## src/rtl/tlPkg.sv

```systemverilog
package tlPkg;
  typedef enum logic [1:0] {
    PH_GREEN  = 2'd0,
    PH_LEFT   = 2'd1,
    PH_YELLOW = 2'd2,
    PH_WALK   = 2'd3
  } phase_e;

  typedef struct packed {
    logic clrTimer;
    logic clrPed;
  } ctrlStrobe_t;
endpackage

```

## src/rtl/tlDatapath.sv

```systemverilog
module tlDatapath #(
  parameter int TIMER_W      = 2,
  parameter int YELLOW_TICKS = 2
) (
  input  logic                clk,
  input  logic                rstN,
  input  logic                tick,
  input  logic                pedButton,
  input  tlPkg::ctrlStrobe_t  strobe,
  output logic                yellowDone,
  output logic                pedPending
);
  localparam logic [TIMER_W-1:0] LAST_TICK = TIMER_W'(YELLOW_TICKS - 1);

  logic [TIMER_W-1:0] tickCount;
  logic               pedPrev;
  logic               pedEdge;

  assign pedEdge    = pedButton & ~pedPrev;
  assign yellowDone = tick && (tickCount == LAST_TICK);

  // Tick counter, held at zero outside yellow so it starts clean on entry.
  always_ff @(posedge clk) begin
    if (!rstN || strobe.clrTimer) begin
      tickCount <= '0;
    end else if (tick && tickCount != LAST_TICK) begin
      tickCount <= tickCount + 1'b1;
    end
  end

  // Request latch: a fresh edge wins over the clear from the serving phase.
  always_ff @(posedge clk) begin
    if (!rstN) begin
      pedPrev    <= 1'b0;
      pedPending <= 1'b0;
    end else begin
      pedPrev <= pedButton;
      if (pedEdge) begin
        pedPending <= 1'b1;
      end else if (strobe.clrPed) begin
        pedPending <= 1'b0;
      end
    end
  end

  assert_timer_range_R4: assert property (@(posedge clk) disable iff (!rstN)
    tickCount <= LAST_TICK);

  assert_ped_edge_R6: assert property (@(posedge clk) disable iff (!rstN)
    (!pedPending && !pedEdge) |=> !pedPending);
endmodule

```

## src/rtl/tlControl.sv

```systemverilog
module tlControl #(
  parameter int NUM_ARMS = 2,
  parameter int ARM_W    = 1
) (
  input  logic                clk,
  input  logic                rstN,
  input  logic                swReq,
  input  logic                yellowDone,
  input  logic                pedPending,
  output tlPkg::ctrlStrobe_t  strobe,
  output tlPkg::phase_e       phase,
  output logic [ARM_W-1:0]    arm,
  output logic                phaseChange
);
  import tlPkg::*;

  localparam logic [ARM_W-1:0] LAST_ARM = ARM_W'(NUM_ARMS - 1);

  phase_e           nPhase;
  logic [ARM_W-1:0] nArm;
  logic             fromLeft;
  logic             nFromLeft;
  logic             clrPedNext;

  always_comb begin
    nPhase     = phase;
    nArm       = arm;
    nFromLeft  = fromLeft;
    clrPedNext = 1'b0;
    unique case (phase)
      PH_GREEN: if (swReq) begin
        nPhase    = PH_YELLOW;
        nFromLeft = 1'b0;
      end
      PH_LEFT: if (swReq) begin
        nPhase    = PH_YELLOW;
        nFromLeft = 1'b1;
      end
      PH_YELLOW: if (yellowDone) begin
        if (!fromLeft) begin
          nPhase = PH_LEFT;
        end else if (arm != LAST_ARM) begin
          nPhase = PH_GREEN;
          nArm   = arm + 1'b1;
        end else if (pedPending) begin
          nPhase = PH_WALK;
        end else begin
          nPhase = PH_GREEN;
          nArm   = '0;
        end
      end
      PH_WALK: if (swReq) begin
        nPhase     = PH_GREEN;
        nArm       = '0;
        clrPedNext = 1'b1;
      end
      default: nPhase = PH_GREEN;
    endcase
  end

  assign strobe.clrTimer = (phase != PH_YELLOW);
  assign strobe.clrPed   = clrPedNext;

  always_ff @(posedge clk) begin
    if (!rstN) begin
      phase       <= PH_GREEN;
      arm         <= '0;
      fromLeft    <= 1'b0;
      phaseChange <= 1'b0;
    end else begin
      phase       <= nPhase;
      arm         <= nArm;
      fromLeft    <= nFromLeft;
      phaseChange <= (nPhase != phase) || (nArm != arm);
    end
  end

  assert_hold_no_sw_R3: assert property (@(posedge clk) disable iff (!rstN)
    (phase != PH_YELLOW && !swReq) |=> ($stable(phase) && $stable(arm)));

  assert_yellow_wait_R4: assert property (@(posedge clk) disable iff (!rstN)
    (phase == PH_YELLOW && !yellowDone) |=> (phase == PH_YELLOW && $stable(arm)));

  assert_exit_via_yellow_R5: assert property (@(posedge clk) disable iff (!rstN)
    ((phase == PH_GREEN || phase == PH_LEFT) && swReq) |=> (phase == PH_YELLOW && $stable(arm)));

  assert_walk_needs_request_R6: assert property (@(posedge clk) disable iff (!rstN)
    $rose(phase == PH_WALK) |-> $past(pedPending));

  assert_pulse_on_change_R8: assert property (@(posedge clk) disable iff (!rstN)
    phaseChange |-> (phase != $past(phase) || arm != $past(arm)));
endmodule

```

## src/rtl/tlPhaseSeq.sv

```systemverilog
module tlPhaseSeq #(
  parameter int NUM_ARMS     = 2,
  parameter int TIMER_W      = 2,
  parameter int YELLOW_TICKS = 2,
  localparam int ARM_W       = (NUM_ARMS > 2) ? $clog2(NUM_ARMS) : 1
) (
  input  logic                clk,
  input  logic                rstN,
  input  logic                tick,
  input  logic                swReq,
  input  logic                pedButton,
  output logic [NUM_ARMS-1:0] lampRed,
  output logic [NUM_ARMS-1:0] lampYellow,
  output logic [NUM_ARMS-1:0] lampGreen,
  output logic [NUM_ARMS-1:0] lampLeft,
  output logic                walk,
  output logic [ARM_W-1:0]    activeArm,
  output logic [1:0]          phaseCode,
  output logic                phaseChange
);
  import tlPkg::*;

  ctrlStrobe_t      strobe;
  phase_e           phase;
  logic [ARM_W-1:0] arm;
  logic             yellowDone;
  logic             pedPending;

  tlControl #(.NUM_ARMS(NUM_ARMS), .ARM_W(ARM_W)) uControl (
    .clk(clk), .rstN(rstN), .swReq(swReq), .yellowDone(yellowDone),
    .pedPending(pedPending), .strobe(strobe), .phase(phase), .arm(arm),
    .phaseChange(phaseChange)
  );

  tlDatapath #(.TIMER_W(TIMER_W), .YELLOW_TICKS(YELLOW_TICKS)) uDatapath (
    .clk(clk), .rstN(rstN), .tick(tick), .pedButton(pedButton),
    .strobe(strobe), .yellowDone(yellowDone), .pedPending(pedPending)
  );

  for (genvar i = 0; i < NUM_ARMS; i++) begin : gArmLamps
    logic mine;
    assign mine          = (arm == ARM_W'(i)) && (phase != PH_WALK);
    assign lampGreen[i]  = mine && (phase == PH_GREEN);
    assign lampLeft[i]   = mine && (phase == PH_LEFT);
    assign lampYellow[i] = mine && (phase == PH_YELLOW);
    assign lampRed[i]    = !(lampGreen[i] || lampYellow[i]);
  end

  assign walk      = (phase == PH_WALK);
  assign activeArm = arm;
  assign phaseCode = phase;

  assert_single_go_R2: assert property (@(posedge clk) disable iff (!rstN)
    $onehot0(lampGreen | lampLeft));

  assert_others_red_R2: assert property (@(posedge clk) disable iff (!rstN)
    $countones(lampRed) >= NUM_ARMS - 1);

  assert_walk_all_red_R7: assert property (@(posedge clk) disable iff (!rstN)
    walk |-> (&lampRed && !(|lampLeft)));
endmodule

```

## config.mk

```make
export PLATFORM = sky130hd
export DESIGN_NAME = tlPhaseSeq
export DESIGN_NICKNAME = d
export VERILOG_FILES = /design/src/rtl/tlPkg.sv /design/src/rtl/tlDatapath.sv /design/src/rtl/tlControl.sv /design/src/rtl/tlPhaseSeq.sv
export SDC_FILE = /design/constraint.sdc
export NUM_CORES = 1
export LEC_CHECK = 0
export ABC_AREA = 1
export BUFFER_PORTS_ARGS = -buffer_cell sky130_fd_sc_hd__buf_2
export CORE_AREA = 8 8 45 47
export DETAILED_ROUTE_END_ITERATION = 10
export DIE_AREA = 0 0 53 55
export GPL_ROUTABILITY_DRIVEN = 0
export SLEW_MARGIN = 20
export SYNTH_ARGS = -nofsm -noshare
export SYNTH_HDL_FRONTEND = slang
export SYNTH_SLANG_ARGS = --single-unit
```

## constraint.sdc

```tcl
create_clock -name clk -period 1.2 [get_ports clk]
set_input_delay 0.18 -clock clk [delete_from_list [all_inputs] [get_ports clk]]
set_output_delay 0.18 -clock clk [all_outputs]
set_load 0.03 [all_outputs]
```

== Yosys cells after proc, flatten, opt, wreduce, memory -nomap -nowiden ==
Index checks and enable logic that the tools add are counted.

* Bitwise gates (word level): 3
* $add $sub $neg: 2
* Equal/unequal tests: 11
* Reductions and logical operators: 22
* Mux-type cells: 20

{| class="wikitable"
|+ Operator list
! cell !! count
|-
| 2-to-1 mux 2 bit || 6
|-
| 2-to-1 mux 1 bit || 11
|-
| logical AND 1 bit || 10
|-
| != test 2 bit (second input constant) || 4
|-
| case mux 2 bit (3 select lines) || 1
|-
| == test 2 x 1 -> 1 bit (second input constant) || 2
|-
| == test 2 bit (second input constant) || 2
|-
| logical OR 1 bit || 4
|-
| case mux 1 bit (2 select lines) || 2
|-
| nonzero test 2 bit || 2
|-
| logical NOT 1 bit || 3
|-
| AND reduction 3 bit || 1
|-
| adder 2 x 1 -> 2 bit (second input constant) || 1
|-
| logical NOT 2 bit || 1
|-
| != test 2 x 1 -> 1 bit (second input constant) || 1
|-
| != test 2 bit || 1
|-
| inverter 1 bit || 2
|-
| OR reduction 2 bit || 1
|-
| adder 1 bit (second input constant) || 1
|-
| AND 1 bit || 1
|-
| != test 1 bit || 1
|}

* Output and inout bits: 13
* Register bits after elaboration: 9

== Depth between registers and ports, before layout ==
Gate-level depths: netlist of run 1.

* Depth after elaboration: 7
* Mapped depth: 9
* Mapped depth without buffers: 9

== Cells and area by module ==
Synthesis of run 1 repeated with hierarchy kept, for this count alone.

* Cells, all modules: 81
* Area, all modules: 504.2 sq um

{| class="wikitable"
|+ Modules (own cells, without submodules)
! module !! seq. area each (sq um) !! cells each !! instances !! area each (sq um)
|-
| tlControl || 100.1 || 42 || 1 || 271.5
|-
| tlDatapath || 80.1 || 23 || 1 || 172.7
|-
| tlPhaseSeq || 0.0 || 16 || 1 || 60.1
|}

== Worst setup path before layout of run 1 ==
Ideal clock, no wire load.

* Path kind: register -> output
* Start point: register uControl.phase[1]
* End point: output port lampYellow[0]
* Data arrival time: 1.266 ns
* Buffers on the path: 0
* Slack: -0.246 ns
* Stages on the path, launching flop included: 5
* Data required time: 1.020 ns
* Cells stage by stage: dfxtp_1 inv_2 nor2_4 inv_2 nor2_1

* Cells in the longest elaborated chain, start to end: 3
* Elaborated cells between the ends (all ways): 4

{| class="wikitable"
|+ Ends and longest elaborated chain
! what !! RTL line !! source
|-
| start, declared || tlControl.sv:11 || <nowiki>output tlPkg::phase_e phase,</nowiki>
|-
| start signal, assigned || tlControl.sv:71 || <nowiki>phase <= nPhase;</nowiki>
|-
| != test 2 bit || tlPhaseSeq.sv:42 || <nowiki>assign mine = (arm == ARM_W'(i)) && (phase != PH_WALK);</nowiki>
|-
| logical AND 1 bit || tlPhaseSeq.sv:42 ||
|-
| logical AND 1 bit (*) || tlPhaseSeq.sv:45 || <nowiki>assign lampYellow[i] = mine && (phase == PH_YELLOW);</nowiki>
|-
| end, declared || tlPhaseSeq.sv:13 || <nowiki>output logic [NUM_ARMS-1:0] lampYellow,</nowiki>
|}

Every way passes the cells marked *; elsewhere a longest branch is shown, timed or not.

== Worst setup path in the final report of run 1 ==
* Start point: register uControl.phase[0]
* End point: output port lampRed[0]

* Cells in the longest elaborated chain, start to end: 5
* Elaborated cells between the ends (all ways): 8

{| class="wikitable"
|+ Ends and longest elaborated chain
! what !! RTL line !! source
|-
| != test 2 bit || tlPhaseSeq.sv:42 ||
|-
| logical AND 1 bit || tlPhaseSeq.sv:42 ||
|-
| logical AND 1 bit, on equally long branches || tlPhaseSeq.sv:43, tlPhaseSeq.sv:45 ||
|-
| logical OR 1 bit (*) || tlPhaseSeq.sv:46 || <nowiki>assign lampRed[i] = !(lampGreen[i] || lampYellow[i]);</nowiki>
|-
| logical NOT 1 bit (*) || tlPhaseSeq.sv:46 ||
|-
| end, declared || tlPhaseSeq.sv:12 || <nowiki>output logic [NUM_ARMS-1:0] lampRed,</nowiki>
|}

Marks and branches as above.

==> results.md, run 1 <==
* Total Neg Setup Slack at -0.6234 ns
* Hold Path Sink: uDatapath.pedPrev
* Static leakage at a little over 0.4 nW
* Mapped Nets at 80
* Hold Startpoint: pedButton
* Synth Instances at between 70 and 80
* Count of flip-flops with a built-in enable after synthesis at 0
* Seq cells post-synth at 9
* WS Path Type: flop to primary output
* Status: complete, but fails checks
* R2R cell count at 5
* Drt total wl at around 1400 um
* Dominant cell type by area after synthesis: dfxtp_1
* Vias per cell at about 5.0
* Relative slew slack at 86.92%
* Fin. Hold Viols at 0
* Die height at between 50 and 60 um
* Clock slew at reported path FFs at 0.06 ns
* CP Capture Type: primary output
* R2r endpoint: uControl.phaseChange
* Hold Path Depth at 3
* Tmin final at between 1 and 1.5 ns
* Worst R2R Start: uControl.arm
* Failing checks: setup timing
* Area of the multi-input gates at 309.0 sq um
* Worst slew pin tran at just under 0.2 ns
* Mapped Area at 490.5 sq um
* Startpoint Class: flop
* CTS Buf Count at 3
* Layout Skew at about 0.004 ns
* CP required at 1.02 ns
* Grt ovf at 0
* Async SR Flop Fraction at 0%
* Core ar. at between 1000 and 1500 sq um
* First-pass GRT wire length at around 2000 um
* P per Cell Area at about 900 nW/um^2
* WL/cell at between 10 and 15 um
* Remaining DRCs at 0
* Setup violations, final at 9
* ANT nets after route at 0
* Max IR drop VDD at between 0.6 and 0.7 mV
* Initial detailed-routing violation count at 10
* Internal reg-to-reg setup slack at about 0.02 ns
* Post-route clock period utilization at 112.3%
* Seq/Total Area, Yosys at between 30% and 40%
* Final worst slack at -0.1478 ns
* Filler cells at ~130
* Nets at 110
* Count of different cell masters after synthesis at 18
* Area after DPL at 623.1 sq um
* CP arrival at 1.17 ns
* Num rows at 14
* Maximum Capacitance Violations at 0
* Crit-path max FO at 7
* Max Freq at around 0.74 GHz
* Layout area overhead at 68.37%
* Number of antenna violations at the first check in global routing at 0
* Chip Width at 53 um
* Share of the synthesized area in the top cell type at 36.73%
* Vias at ~590
* Synth cell count leaders: nand2_1 (17), inv_1 (14), dfxtp_1 (9), nor2_1 (9), nand3_1 (6)
* Hold buffers post-CTS at 0
* Port Buf Inserts at 17
* RSZ-0062 raised after global routing: true
* Syn avg cell area at roughly 6.6 sq um
* CTS tree: built
* Hold Path Class: input pin to flop
* Antenna diode count at 0
* Full die area at around 2900 sq um
* Largest net degree at the start of global routing at 10
* Worst skew pair latency at ~0.26 ns
* Initial core utilization at 35.44%
* Most frequent cell after synthesis: nand2_1
* Synth top area cells: dfxtp_1 (37%), nand2_1 (13%), inv_1 (11%), nor2_1 (6.9%), nand3_1 (6.1%)
* # H-tree levels at 1
* Pre-antenna DRT Iters at 4
* CTS Buffer Depth at 2
* Synth Flop Type: dfxtp_1
* Overall global routing resource usage at under 10%
* I/O pin count at 18
* Place WS at between 0.03 and 0.04 ns
* CTS root buf: clkbuf_4
* Sequential cell area at ~190 sq um
* Post-DP HPWL at 913 um
* Max Transition Viols Final at 0
* Fin area at around 830 sq um
* Vias in the first global route at between 500 and 600
* Layout cells sized above 1 at 53.40%
* Clk sinks at 9
* Post-Layout Cell Count at 119
* Yosys warns at 0
* Hold Worst Slack at 0.1224 ns
* Dpl cells at about 110
## through the flow
stage	total power, mW	utilization, %
4_1_cts	0.7529	55.97
2_1_floorplan	0.4358	-
6_report	0.7581	59.67
5_1_grt	0.7989	59.67
3_5_place_dp	0.4802	45.03
3_3_place_gp	0.4796	45.03
## state kept, by name, indices dropped and copies added, names as in the netlist
register,count
uDatapath.tickCount,2
uControl.phase,2
uControl.phaseChange,1
uControl.fromLeft,1
uDatapath.pedPrev,1
uDatapath.pedPending,1
uControl.arm,1
## worst max-delay path by stage
stage | start | to | slack, ns | depth (start not counted)
global route | uControl.phase[1] | lampRed[1] | -0.20 | 6
floorplan | uControl.arm | lampGreen[1] | 0.006 | 3
finish | uControl.phase[0] | lampRed[0] | -0.15 | 5
global placement | uControl.phase[0] | lampRed[0] | 0.06 | 5
CTS | uControl.phase[1] | lampRed[0] | -0.17 | 6
detailed placement | uControl.phase[0] | lampRed[0] | 0.04 | 5
## layer usage
metal / track usage, % / vias up / routed length, um
li1: - / 290 / -
met4: 7.759 / 0 / 34
met1: 8.436 / 262 / 562
met5: 0 / - / 0
met3: 2.139 / 8 / 121
met2: 17.19 / 31 / 732
## power breakdown
group,internal [mW],switching [mW]
Sequential,0.314,0.0148
Combinational,0.0823,0.120
Clock,0.128,0.0997
## what timing repair did
action,in CTS,in global routing
buffers inserted,5,2
pin swaps,3,3
gates cloned,0,0
endpoints found under the setup margin,9,13
resized for setup,30,12
## area by class of cell
cell class / instances / share of cell area, %
clock buffers: 4 / 3.182
inverters: 16 / 8.333
multi-input cells: 48 / 37.42
flip-flops and latches: 9 / 23.03
well taps: 16 / 2.424
repair buffers: 26 / 25.61
## cell usage in the layout, fill, tap and decap left out, drive strengths merged
cell type  count
a21oi          4
o22ai          1
clkinvlp       1
nor2          11
nand2         17
clkbuf         4
dfxtp          9
ha             1
o21a           1
a211oi         1
inv           15
a221oi         1
o21ai          3
nand3          6
a31oi          2
buf           26
## critical path: stages, from the launching register on
cell	delay, ns
dfxtp_4	0.39
nor2_4	0.15
inv_4	0.06
a21oi_2	0.12
inv_1	0.06
buf_6	0.13
## kinds of logic (layout without fill, tap and decap cells)
group,Yosys count,count (layout),share of synthesized area (%)
AOI/OAI and AO/OA,13,13,16.58
adders and majority gates,1,1,2.551
buffers and inverters,17,46,14.54
DFF,9,9,36.73
and+or+nand+nor,34,34,29.59
No activity file was read; power rests on OpenSTA's default activity.
==> run 2: changes to the inputs <==
--- a/config.mk
+++ b/config.mk
@@ -11,6 +11,7 @@
 export DETAILED_ROUTE_END_ITERATION = 10
 export DIE_AREA = 0 0 53 55
 export GPL_ROUTABILITY_DRIVEN = 0
+export REMOVE_ABC_BUFFERS = 1
 export SLEW_MARGIN = 20
 export SYNTH_ARGS = -nofsm -noshare
 export SYNTH_HDL_FRONTEND = slang
==> run 2 against run 1 <==
  * The flow still finishes with violations (setup timing)
  * First-iteration DRC count fell by 10%
  * Power rose by 2.6%
  * Sequential power barely moved
  * Worst hold slack improved by 0.0041 ns
  * Utilization rose by 0.81 points
  * Final cell count rose by 1.7%
  * Final area rose by 1.4%
  * Flip-flop and latch count did not move
  * Combinational power rose by 8%
  * Count of clock-buffer cells in the layout did not move
  * Critical path type unchanged
==> results.md, run 2 (synthesized netlist as in run 1, its figures left out) <==
* Status: complete, but fails checks
* Failing checks: setup timing
* CTS root buf: clkbuf_4
* Met2 Resource Use GR at 15.63% (-1.6 points)
* Initial detailed-routing violation count at 9 (-1)
* Most Crowded Layer GR: met2
* Relative slew slack at 81.25% (-5.7 points)
* Fin. Hold Viols at 0 (unchanged)
* Most frequent cells in the layout: inv_1 (12), buf_4 (12), nand2_1 (11), buf_6 (8)
* Final Util at 60.49% (+0.81 points)
* Area after DPL at 606.8 sq um (-2.6%)
* CP arrival at 1.17 ns (about the same)
* Post-Layout Cell Count at 121 (+1.7%)
* Hold Startpoint: pedButton
* Dpl cells at 109 (+0.93%)
* Post-route clock period utilization at 112.9% (+0.54 points)
* CTS tree: built
* Largest net degree at the start of global routing at 10 (unchanged)
* First-pass GRT wire length at 2145 um (+7.2%)
* Max IR drop VDD at 0.5395 mV (-16%)
* Remaining DRCs at 0 (unchanged)
* Clock slew at reported path FFs at 0.06 ns (about the same)
* I/O pin count at 18 (unchanged)
* Met1 Usage GRT at 10.98% (+2.5 points)
* CP required at 1.02 ns (about the same)
* Layout cells sized above 1 at 53.33% (-0.065 points)
* Tmin final at 1.354 ns (+0.006520 ns)
* Crit-path max FO at 5 (-2)
* Core ar. at 1384 sq um (unchanged)
* Layout area overhead at 70.66%
* Vias per cell at 4.843 (-2.5%)
* Port Buf Inserts at 17 (unchanged)
* Overall global routing resource usage at 9.628% (+0.36 points)
* RSZ-0062 raised after global routing: true
* P per Cell Area at 929.2 nW/um^2 (+1.2%)
* CP Capture Type: primary output
* Chip Width at 53 um (unchanged)
* WL/cell at 12.09 um (-0.70%)
* Hold Path Class: input pin to flop
* Total Power at 0.7778 mW (+2.6%)
* Max Freq at 0.7384 GHz (-0.48%)
* R2R cell count at 8 (+3)
* Clk sinks at 9 (unchanged)
* Layout Skew at 0.002646 ns (-0.001443 ns)
* Die height at 55 um (unchanged)
* Drt total wl at 1463 um (+0.97%)
* Num rows at 14 (unchanged)
* # H-tree levels at 1 (unchanged)
* WS Path Type: flop to primary output
* Pre-antenna DRT Iters at 4 (unchanged)
* Grt ovf at 0 (unchanged)
* Filler cells at 129 (-3.0%)
* Worst slew pin tran at 0.2803 ns (+0.08528 ns)
* Internal reg-to-reg setup slack at -0.02 ns (-0.04 ns)
* Worst skew pair latency at 0.25 ns (about the same)
* CTS Buf Count at 3 (unchanged)
* Fin area at 837.1 sq um (+1.4%)
* Setup violations, final at 9 (unchanged)
* Static leakage at 0.4229 nW (+4.7%)
* Worst Setup EP: lampRed[1]
* CP startpoint: uControl.phase[1]
* Vias at 586 (-0.85%)
* Vias in the first global route at 541 (-0.55%)
* Final worst slack at -0.1544 ns (-0.006520 ns)
* ANT nets after route at 0 (unchanged)
* Total Neg Setup Slack at -0.6758 ns (-0.05239 ns)
* Initial core utilization at 35.44% (unchanged)
* Antenna diode count at 0 (unchanged)
* Number of antenna violations at the first check in global routing at 0 (unchanged)
* Startpoint Class: flop
* Post-DP HPWL at 941.7 um (+3.1%)
* Top flop regs: uControl.phase x2, uDatapath.tickCount x2
* Max Transition Viols Final at 0 (unchanged)
* Maximum Capacitance Violations at 0 (unchanged)
* Nets at 112 (+1.8%)
* Met3 Use GR at 3.476% (+1.3 points)
* Full die area at 2915 sq um (unchanged)
* R2r endpoint: uControl.phaseChange
* Worst R2R Start: uControl.phase[1]
* CTS Buffer Depth at 2 (unchanged)
==> run 2: changes by cell type in the layout (fill, tap and decap cells not counted), moves of 2 or more <==
cell / before / now
inv_1: 10 / 12
dfxtp_2: 2 / 0
nor2_2: 6 / 2
nand2_2: 0 / 4
dfxtp_1: 5 / 7
buf_4: 10 / 12
nor2_1: 1 / 5
nand2_1: 15 / 11
==> run 2: area by class of cell <==
| class | instances | area, sq um | share of cell area (%) |
|---|---|---|---|
| multi-input combinational | 48 | 315.3 | 37.67 |
| clock buffer | 4 | 26.28 | 3.139 |
| timing repair buffer | 28 | 222.7 | 26.61 |
| inverter | 16 | 65.06 | 7.773 |
| tap | 16 | 20.02 | 2.392 |
| sequential | 9 | 187.7 | 22.42 |
==> run 2: worst min path at each step <==
stage	slack [ns]	to	cells after the start
4_1_cts	0.12	uDatapath.pedPrev	3
2_1_floorplan	0.28	uControl.arm	2
3_5_place_dp	0.39	uDatapath.pedPrev	3
6_report	0.13	uDatapath.pedPrev	3
5_1_grt	0.13	uDatapath.pedPrev	3
3_3_place_gp	0.38	uDatapath.pedPrev	3
==> run 2: what timing repair did <==
item                                    CTS  global route
gates cloned                              0             0
pin swaps                                 1             5
hold buffers                              0             0
resized for setup                        23            25
endpoints found under the setup margin   10            11
hold endpoints to repair                  0             0
setup buffers                             4             5
==> run 2: where the power goes <==
group	switching (mW)	internal, mW	total (mW)
Combinational	0.127	0.0919	0.219
Clock	0.102	0.128	0.229
Sequential	0.0159	0.313	0.329
==> run 2: critical path, cell delays in order, from the launching register on <==
cell and delay (ns):
dfxtp_4 0.38, inv_4 0.05, nor2_4 0.12, inv_4 0.06
a21oi_2 0.12, inv_1 0.06, buf_6 0.13
==> run 2: layer usage <==
| metal | vias up | share of wire (%) |
|---|---|---|
| li1 | 293 | - |
| met5 | - | 0 |
| met3 | 6 | 7.0 |
| met4 | 0 | 2.4 |
| met1 | 267 | 43 |
| met2 | 20 | 47 |
==> run 2: per-stage QoR <==
step / worst slack, ns / hold WS (ns)
after floorplan: -0.2558 / 0.2776
after detailed placement: 0.05149 / 0.3881
final: -0.1544 / 0.1265
after global routing: -0.2080 / 0.1340
after CTS: -0.1121 / 0.1247
after global placement: 0.05253 / 0.3826
